===== config.mk =====
export PLATFORM = sky130hd
export DESIGN_NAME = spdneg_parser
export DESIGN_NICKNAME = d
export VERILOG_FILES = /design/src/rtl/spdneg_pkg.sv /design/src/rtl/spdneg_seq.sv /design/src/rtl/spdneg_msgcap.sv /design/src/rtl/spdneg_rate.sv /design/src/rtl/spdneg_parser.sv
export SDC_FILE = /design/constraint.sdc
export NUM_CORES = 1
export LEC_CHECK = 0
export BUFFER_PORTS_ARGS = -buffer_cell sky130_fd_sc_hd__buf_2
export CAP_MARGIN = 20
export CORE_ASPECT_RATIO = 0.6
export CORE_UTILIZATION = 45
export CTS_CLUSTER_DIAMETER = 80
export DETAILED_ROUTE_END_ITERATION = 10
export PLACE_DENSITY = 0.78
export SETUP_SLACK_MARGIN = 0.4
export SYNTH_ARGS = -nofsm -noshare
export SYNTH_HDL_FRONTEND = slang
export SYNTH_SLANG_ARGS = --single-unit

===== constraint.sdc =====
create_clock -name clk -period 4.7 [get_ports clk]
set_input_delay 0.94 -clock clk [delete_from_list [all_inputs] [get_ports clk]]
set_output_delay 0.94 -clock clk [all_outputs]
set_load 0.02 [all_outputs]

===== src/rtl/spdneg_pkg.sv =====
package spdneg_pkg;
    localparam int unsigned BW    = 8;
    localparam int unsigned NSLOT = 6;
    localparam int unsigned IDXW  = BW / 2;
    localparam logic [BW-1:0] START_CODE = 8'hFF;

    typedef enum logic [2:0] {
        SUB_START = 3'd0,
        SUB_FMT   = 3'd1,
        SUB_P1    = 3'd2,
        SUB_P2    = 3'd3,
        SUB_P3    = 3'd4,
        SUB_CHK   = 3'd5
    } sub_e;

    // bit 4 = response direction, bit 3 unused, bits 2:0 = position
    typedef struct packed {
        logic rsp;
        logic rsvd;
        sub_e sub;
    } pstate_t;

    function automatic sub_e next_sub(input sub_e cur, input logic [BW-1:0] fmt);
        sub_e n;
        case (cur)
            SUB_START: n = SUB_FMT;
            SUB_FMT:   n = fmt[4] ? SUB_P1 : fmt[5] ? SUB_P2 : fmt[6] ? SUB_P3 : SUB_CHK;
            SUB_P1:    n = fmt[5] ? SUB_P2 : fmt[6] ? SUB_P3 : SUB_CHK;
            SUB_P2:    n = fmt[6] ? SUB_P3 : SUB_CHK;
            default:   n = SUB_CHK;
        endcase
        return n;
    endfunction
endpackage


===== src/rtl/spdneg_seq.sv =====
module spdneg_seq
    import spdneg_pkg::*;
(
    input  logic          clk,
    input  logic          rst,
    input  logic          byte_vld,
    input  logic [BW-1:0] byte_in,
    input  logic          sess_abort,
    output pstate_t       cur,
    output logic          acc
);
    pstate_t       nxt;
    logic [BW-1:0] fmt_q;
    logic [BW-1:0] fmt_sel;
    logic          idle_gate;

    assign idle_gate = !cur.rsp && (cur.sub == SUB_START) && (byte_in != START_CODE);
    assign acc       = byte_vld && !sess_abort && !idle_gate;
    assign fmt_sel   = (cur.sub == SUB_FMT) ? byte_in : fmt_q;

    always_comb begin
        nxt = cur;
        if (sess_abort) begin
            nxt.rsp = 1'b0;
            nxt.sub = SUB_START;
        end else if (acc) begin
            if (cur.sub == SUB_CHK) begin
                nxt.rsp = ~cur.rsp;
                nxt.sub = SUB_START;
            end else begin
                nxt.sub = next_sub(cur.sub, fmt_sel);
            end
        end
        nxt.rsvd = 1'b0;
    end

    always_ff @(posedge clk) begin
        if (rst) begin
            cur   <= '{rsp: 1'b0, rsvd: 1'b0, sub: SUB_START};
            fmt_q <= '0;
        end else begin
            cur <= nxt;
            if (acc && cur.sub == SUB_FMT)
                fmt_q <= byte_in;
        end
    end


    sub_legal_chk: assert property (@(posedge clk) disable iff (rst)
        cur.sub <= SUB_CHK);

    req_to_rsp_chk: assert property (@(posedge clk) disable iff (rst)
        (acc && !cur.rsp && cur.sub == SUB_CHK) |=> (cur.rsp && cur.sub == SUB_START));

    abort_home_chk: assert property (@(posedge clk) disable iff (rst)
        sess_abort |=> (!cur.rsp && cur.sub == SUB_START));

    idle_gate_chk: assert property (@(posedge clk) disable iff (rst)
        (byte_vld && !cur.rsp && cur.sub == SUB_START && byte_in != START_CODE)
            |=> (!cur.rsp && cur.sub == SUB_START));
endmodule


===== src/rtl/spdneg_msgcap.sv =====
module spdneg_msgcap
    import spdneg_pkg::*;
#(
    parameter bit IS_RSP = 1'b0
) (
    input  logic                clk,
    input  logic                rst,
    input  logic                acc,
    input  pstate_t             cur,
    input  logic [BW-1:0]       byte_in,
    output logic [NSLOT*BW-1:0] img,
    output logic                err
);
    logic [NSLOT-1:0][BW-1:0] slot_q;
    logic [BW-1:0]            par_q;
    logic                     mine;

    assign mine = acc && (cur.rsp == IS_RSP);
    assign img  = slot_q;

    always_ff @(posedge clk) begin
        if (rst) begin
            slot_q <= '0;
            par_q  <= '0;
            err    <= 1'b0;
        end else if (mine) begin
            if (cur.sub == SUB_START) begin
                slot_q    <= '0;
                slot_q[0] <= byte_in;
                par_q     <= byte_in;
            end else begin
                slot_q[cur.sub] <= byte_in;
                par_q           <= par_q ^ byte_in;
                if (cur.sub == SUB_CHK)
                    err <= (par_q ^ byte_in) != '0;
            end
        end
    end


    start_clears_chk: assert property (@(posedge clk) disable iff (rst)
        (mine && cur.sub == SUB_START) |=> (slot_q[NSLOT-1:1] == '0));

    flag_hold_chk: assert property (@(posedge clk) disable iff (rst)
        !(mine && cur.sub == SUB_CHK) |=> $stable(err));
endmodule


===== src/rtl/spdneg_rate.sv =====
module spdneg_rate
    import spdneg_pkg::*;
#(
    parameter logic [IDXW-1:0] RST_CLK_IDX = 4'd1,
    parameter logic [IDXW-1:0] RST_DIV_IDX = 4'd1
) (
    input  logic            clk,
    input  logic            rst,
    input  logic            acc,
    input  pstate_t         cur,
    input  logic [BW-1:0]   byte_in,
    output logic            ratio_load,
    output logic [IDXW-1:0] clk_idx,
    output logic [IDXW-1:0] div_idx
);
    logic [BW-1:0] pend_q;
    logic          pend_vld_q;
    logic          take;

    assign take = acc && cur.rsp;

    always_ff @(posedge clk) begin
        if (rst) begin
            pend_q     <= '0;
            pend_vld_q <= 1'b0;
            ratio_load <= 1'b0;
            clk_idx    <= RST_CLK_IDX;
            div_idx    <= RST_DIV_IDX;
        end else begin
            ratio_load <= 1'b0;
            if (take) begin
                case (cur.sub)
                    SUB_START: pend_vld_q <= 1'b0;
                    SUB_P1: begin
                        pend_q     <= byte_in;
                        pend_vld_q <= 1'b1;
                    end
                    SUB_CHK: begin
                        ratio_load <= 1'b1;
                        pend_vld_q <= 1'b0;
                        if (pend_vld_q) begin
                            clk_idx <= pend_q[BW-1:IDXW];
                            div_idx <= pend_q[IDXW-1:0];
                        end
                    end
                    default: ;
                endcase
            end
        end
    end


    load_single_chk: assert property (@(posedge clk) disable iff (rst)
        ratio_load |=> !ratio_load);

    idx_only_on_load_chk: assert property (@(posedge clk) disable iff (rst)
        !$stable({clk_idx, div_idx}) |-> ratio_load);
endmodule


===== src/rtl/spdneg_parser.sv =====
module spdneg_parser
    import spdneg_pkg::*;
#(
    parameter logic [IDXW-1:0] RST_CLK_IDX = 4'd1,
    parameter logic [IDXW-1:0] RST_DIV_IDX = 4'd1
) (
    input  logic                clk,
    input  logic                rst,
    input  logic                byte_vld,
    input  logic [BW-1:0]       byte_in,
    input  logic                sess_abort,
    output logic [NSLOT*BW-1:0] req_img,
    output logic [NSLOT*BW-1:0] rsp_img,
    output logic [IDXW-1:0]     clk_idx,
    output logic [IDXW-1:0]     div_idx,
    output logic                ratio_load,
    output logic                req_chk_err,
    output logic                rsp_chk_err
);
    localparam int unsigned NDIR = 2;

    pstate_t              cur;
    logic                 acc;
    logic [NSLOT*BW-1:0]  img_w [NDIR];
    logic                 err_w [NDIR];

    spdneg_seq u_seq (
        .clk        (clk),
        .rst        (rst),
        .byte_vld   (byte_vld),
        .byte_in    (byte_in),
        .sess_abort (sess_abort),
        .cur        (cur),
        .acc        (acc)
    );

    for (genvar g = 0; g < NDIR; g++) begin : g_dir
        spdneg_msgcap #(.IS_RSP(g == 1)) u_cap (
            .clk     (clk),
            .rst     (rst),
            .acc     (acc),
            .cur     (cur),
            .byte_in (byte_in),
            .img     (img_w[g]),
            .err     (err_w[g])
        );
    end

    spdneg_rate #(
        .RST_CLK_IDX (RST_CLK_IDX),
        .RST_DIV_IDX (RST_DIV_IDX)
    ) u_rate (
        .clk        (clk),
        .rst        (rst),
        .acc        (acc),
        .cur        (cur),
        .byte_in    (byte_in),
        .ratio_load (ratio_load),
        .clk_idx    (clk_idx),
        .div_idx    (div_idx)
    );

    assign req_img     = img_w[0];
    assign rsp_img     = img_w[1];
    assign req_chk_err = err_w[0];
    assign rsp_chk_err = err_w[1];


    abort_no_load_chk: assert property (@(posedge clk) disable iff (rst)
        sess_abort |=> !ratio_load);

    req_kept_chk: assert property (@(posedge clk) disable iff (rst)
        (acc && cur.rsp) |=> $stable(req_img));
endmodule


==> results_dict.tcl <==
set metrics [dict create \
    viasPerCell 5.73 \
    worstPathCellList "and3b_1 > nand3_2 > mux2i_1 > nor2_1" \
    finalHoldViolations 0 \
    cpMaxStageDelayCell "dfxtp_1" \
    fin_nets 775 \
    cpPeakStageDelay_ns 0.97 \
    grt_pass1_wl_microns 25200 \
    port_buffers 118 \
    syn-num-nets 693 \
    min_path_type "reg2reg" \
    ant_nets 0 \
    routed_wl_microns 16100 \
    tightest_slew_ns 0.995 \
    worstSetupStartpointType "register" \
    num_vias 5394 \
    drt_pass1_iterations 5 \
    die-area_sq_mm 0.0135 \
    cts_tree "done" \
    yosysSeqAreaShare 0.472 \
    path_class "reg2reg" \
    drt_iter0_markers 534 \
    overflow 0 \
    synthDistinctLibCells 59 \
    rows 31 \
    cts.sinks 138 \
    track_usage 0.240 \
    layout.cells.non_filler 941 \
    clock-root-buffer "clkbuf_16" \
    crit_family "simple AND/OR/NAND/NOR gates" \
    drv_slew 0 \
    coreArea_sq_mm 0.0124 \
    async_reset_ff_frac 0 \
    ioPinCount 119 \
    h-tree-depth 4 \
    crit_buf_inv 0 \
    p_per_area_mw_per_mm2 364 \
    relSlewSlack 0.336 \
    postCtsSetupBuffers 0 \
    drive_above_1_share 0.240 \
    die_h_microns 90.3 \
    p_leak_nw 2.70 \
    fin_worst_skew_ns 0.00736 \
    grt_pass1_vias 4786 \
    grt_max_degree 87 \
    final_cell_mix "138 x dfxtp_1, 118 x buf_2, 101 x a21oi_1" \
    worst_ep_required_time_ns 4.97 \
    clock_latency_ns 0.42 \
    period_share 0.586 \
    final_cell_area_sq_mm 0.00696 \
    antenna_found_initial 0 \
    finalSetupTns_ns 0 \
    placed_cells 908 \
    clk_pin_slew_ns 0.06 \
    dpl_cell_area_sq_mm 0.00639 \
    syn_to_final_growth_pct 19.0 \
    ys.flop_type "dfxtp_1" \
    peakVddDrop_uv 220 \
    yosysWarnings 0 \
    clock_path_buffers 2 \
    ys_seq_elements 138 \
    drc 0 \
    hpwl_microns 10500 \
    drv_cap 0 \
    start_util 0.473 \
    final_common_cell "dfxtp_1" \
    rsz0062_at_grt "false" \
    status "completed" \
    synth_area_per_cell_sq_um 8.59 \
    syn_inst 681 \
    cp-end-kind "register" \
    clock.fmax_mhz 363 \
    diodes 0 \
    worst-path-max-fanout 30 \
    syn-cell-area_sq_mm 0.00585 \
    place.gp.congestion 0.818 \
    fin_crit_ns 2.76 \
    arrival_ns 3.03 \
    cts-resized-gates 0 \
    die_width_microns 149 \
    synth_edf_count 0 \
    hold_buffers 0 \
    wl_per_cell_microns 17.2 \
    cts-buffers-inserted 17 \
    rrSetupSlack_ns 1.94 \
    finalSetupViolations 0 \
]
[worst min-delay path, delay by kind of cell (launching register included)]
| kind | cells | cell delay (ns) |
|---|---|---|
| AO/OA/AOI/OAI | 1 | 0.05 |
| flip-flops | 1 | 0.30 |
| AND/OR/NAND/NOR | 1 | 0.05 |
[metrics by stage]
stage / util / hold slack, ns / total power, mW / setup slack, ns
6_report: 0.562 / 0.449 / 2.53 / 1.94
5_1_grt: 0.562 / 0.465 / 2.61 / 1.78
4_1_cts: 0.562 / 0.450 / 2.54 / 1.98
3_5_place_dp: 0.516 / 0.439 / 1.28 / 1.74
3_3_place_gp: 0.516 / 0.432 / 1.28 / 1.82
2_1_floorplan: - / 0.436 / 1.26 / 2.56
[cell usage after synthesis, drive strengths merged (2+ instances only)]
cell type	number	area share
a22oi	16	0.027
clkbuf	28	0.018
xor2	8	0.012
buf	33	0.034
dfxtp	138	0.47
inv	9	0.0058
nor2	41	0.030
and3b	3	0.0045
mux2i	16	0.027
nor4	3	0.0032
or3	2	0.0030
nand4	38	0.042
nor3b	2	0.0034
nand3b	4	0.0058
and4	2	0.0030
nand2b	4	0.0043
nand3	28	0.025
o311ai	8	0.012
or3b	3	0.0045
xnor2	8	0.012
nand2	96	0.062
o21ai	51	0.044
nor3	8	0.012
or2	2	0.0021
a22o	9	0.013
a21oi	105	0.092
[per-layer routing]
layer | track usage | vias up | share of wire
met4 | 0.0612 | 0 | 0.011
met3 | 0.0621 | 25 | 0.10
met5 | 0 | - | 0
li1 | - | 2585 | -
met2 | 0.347 | 278 | 0.43
met1 | 0.350 | 2506 | 0.46
[flip-flops by register name, summed over array words and instances (netlist names)]
| name | count |
|---|---|
| g_dir.u_cap.img | 96 |
| u_rate.ratio_load | 1 |
| u_rate.div_idx | 4 |
| u_rate.pend_vld_q | 1 |
| g_dir.u_cap.par_q | 16 |
| g_dir.u_cap.err | 2 |
| u_seq.fmt_q | 2 |
| u_seq.cur | 4 |
| u_rate.pend_q | 8 |
| u_rate.clk_idx | 4 |
[final timing paths]
kind,startpoint,endpoint,cells after the start
max,u_seq.cur[2]$_SDFFE_PP0N_,u_rate.clk_idx[3]$_SDFFE_PP0P_,4
min,g_dir[1].u_cap.img[34]$_SDFFE_PP0P_,g_dir[1].u_cap.img[34]$_SDFFE_PP0P_,2
max reg2reg,u_seq.cur[2]$_SDFFE_PP0N_,u_rate.clk_idx[3]$_SDFFE_PP0P_,4
min reg2reg,g_dir[1].u_cap.img[34]$_SDFFE_PP0P_,g_dir[1].u_cap.img[34]$_SDFFE_PP0P_,2
[where the power goes]
part           leakage (nW)  internal (mW)  switching (mW)  total, mW
clock network         0.269          0.769           0.509       1.28
logic                  1.32         0.0159          0.0691     0.0850
registers              1.11           1.17        0.000239       1.17
[area by class of cell]
| type | instances | area (sq um) |
|---|---|---|
| fill | 1104 | 5420 |
| sequential | 138 | 2760 |
| multi-input combinational | 472 | 2750 |
| timing repair buffer | 124 | 636 |
| clock buffer | 22 | 474 |
| tap | 165 | 206 |
| clock inverter | 10 | 92.6 |
| inverter | 10 | 37.5 |
[logic make-up after synthesis]
logic type	Yosys count	share of synthesized area
AO/OA/AOI/OAI	203	0.213
AND/OR/NAND/NOR	237	0.205
XOR/XNOR	16	0.0240
buffers and inverters	71	0.0584
flip-flops	138	0.472
multiplexers	16	0.0274
Power figures use the tool's default switching activity.
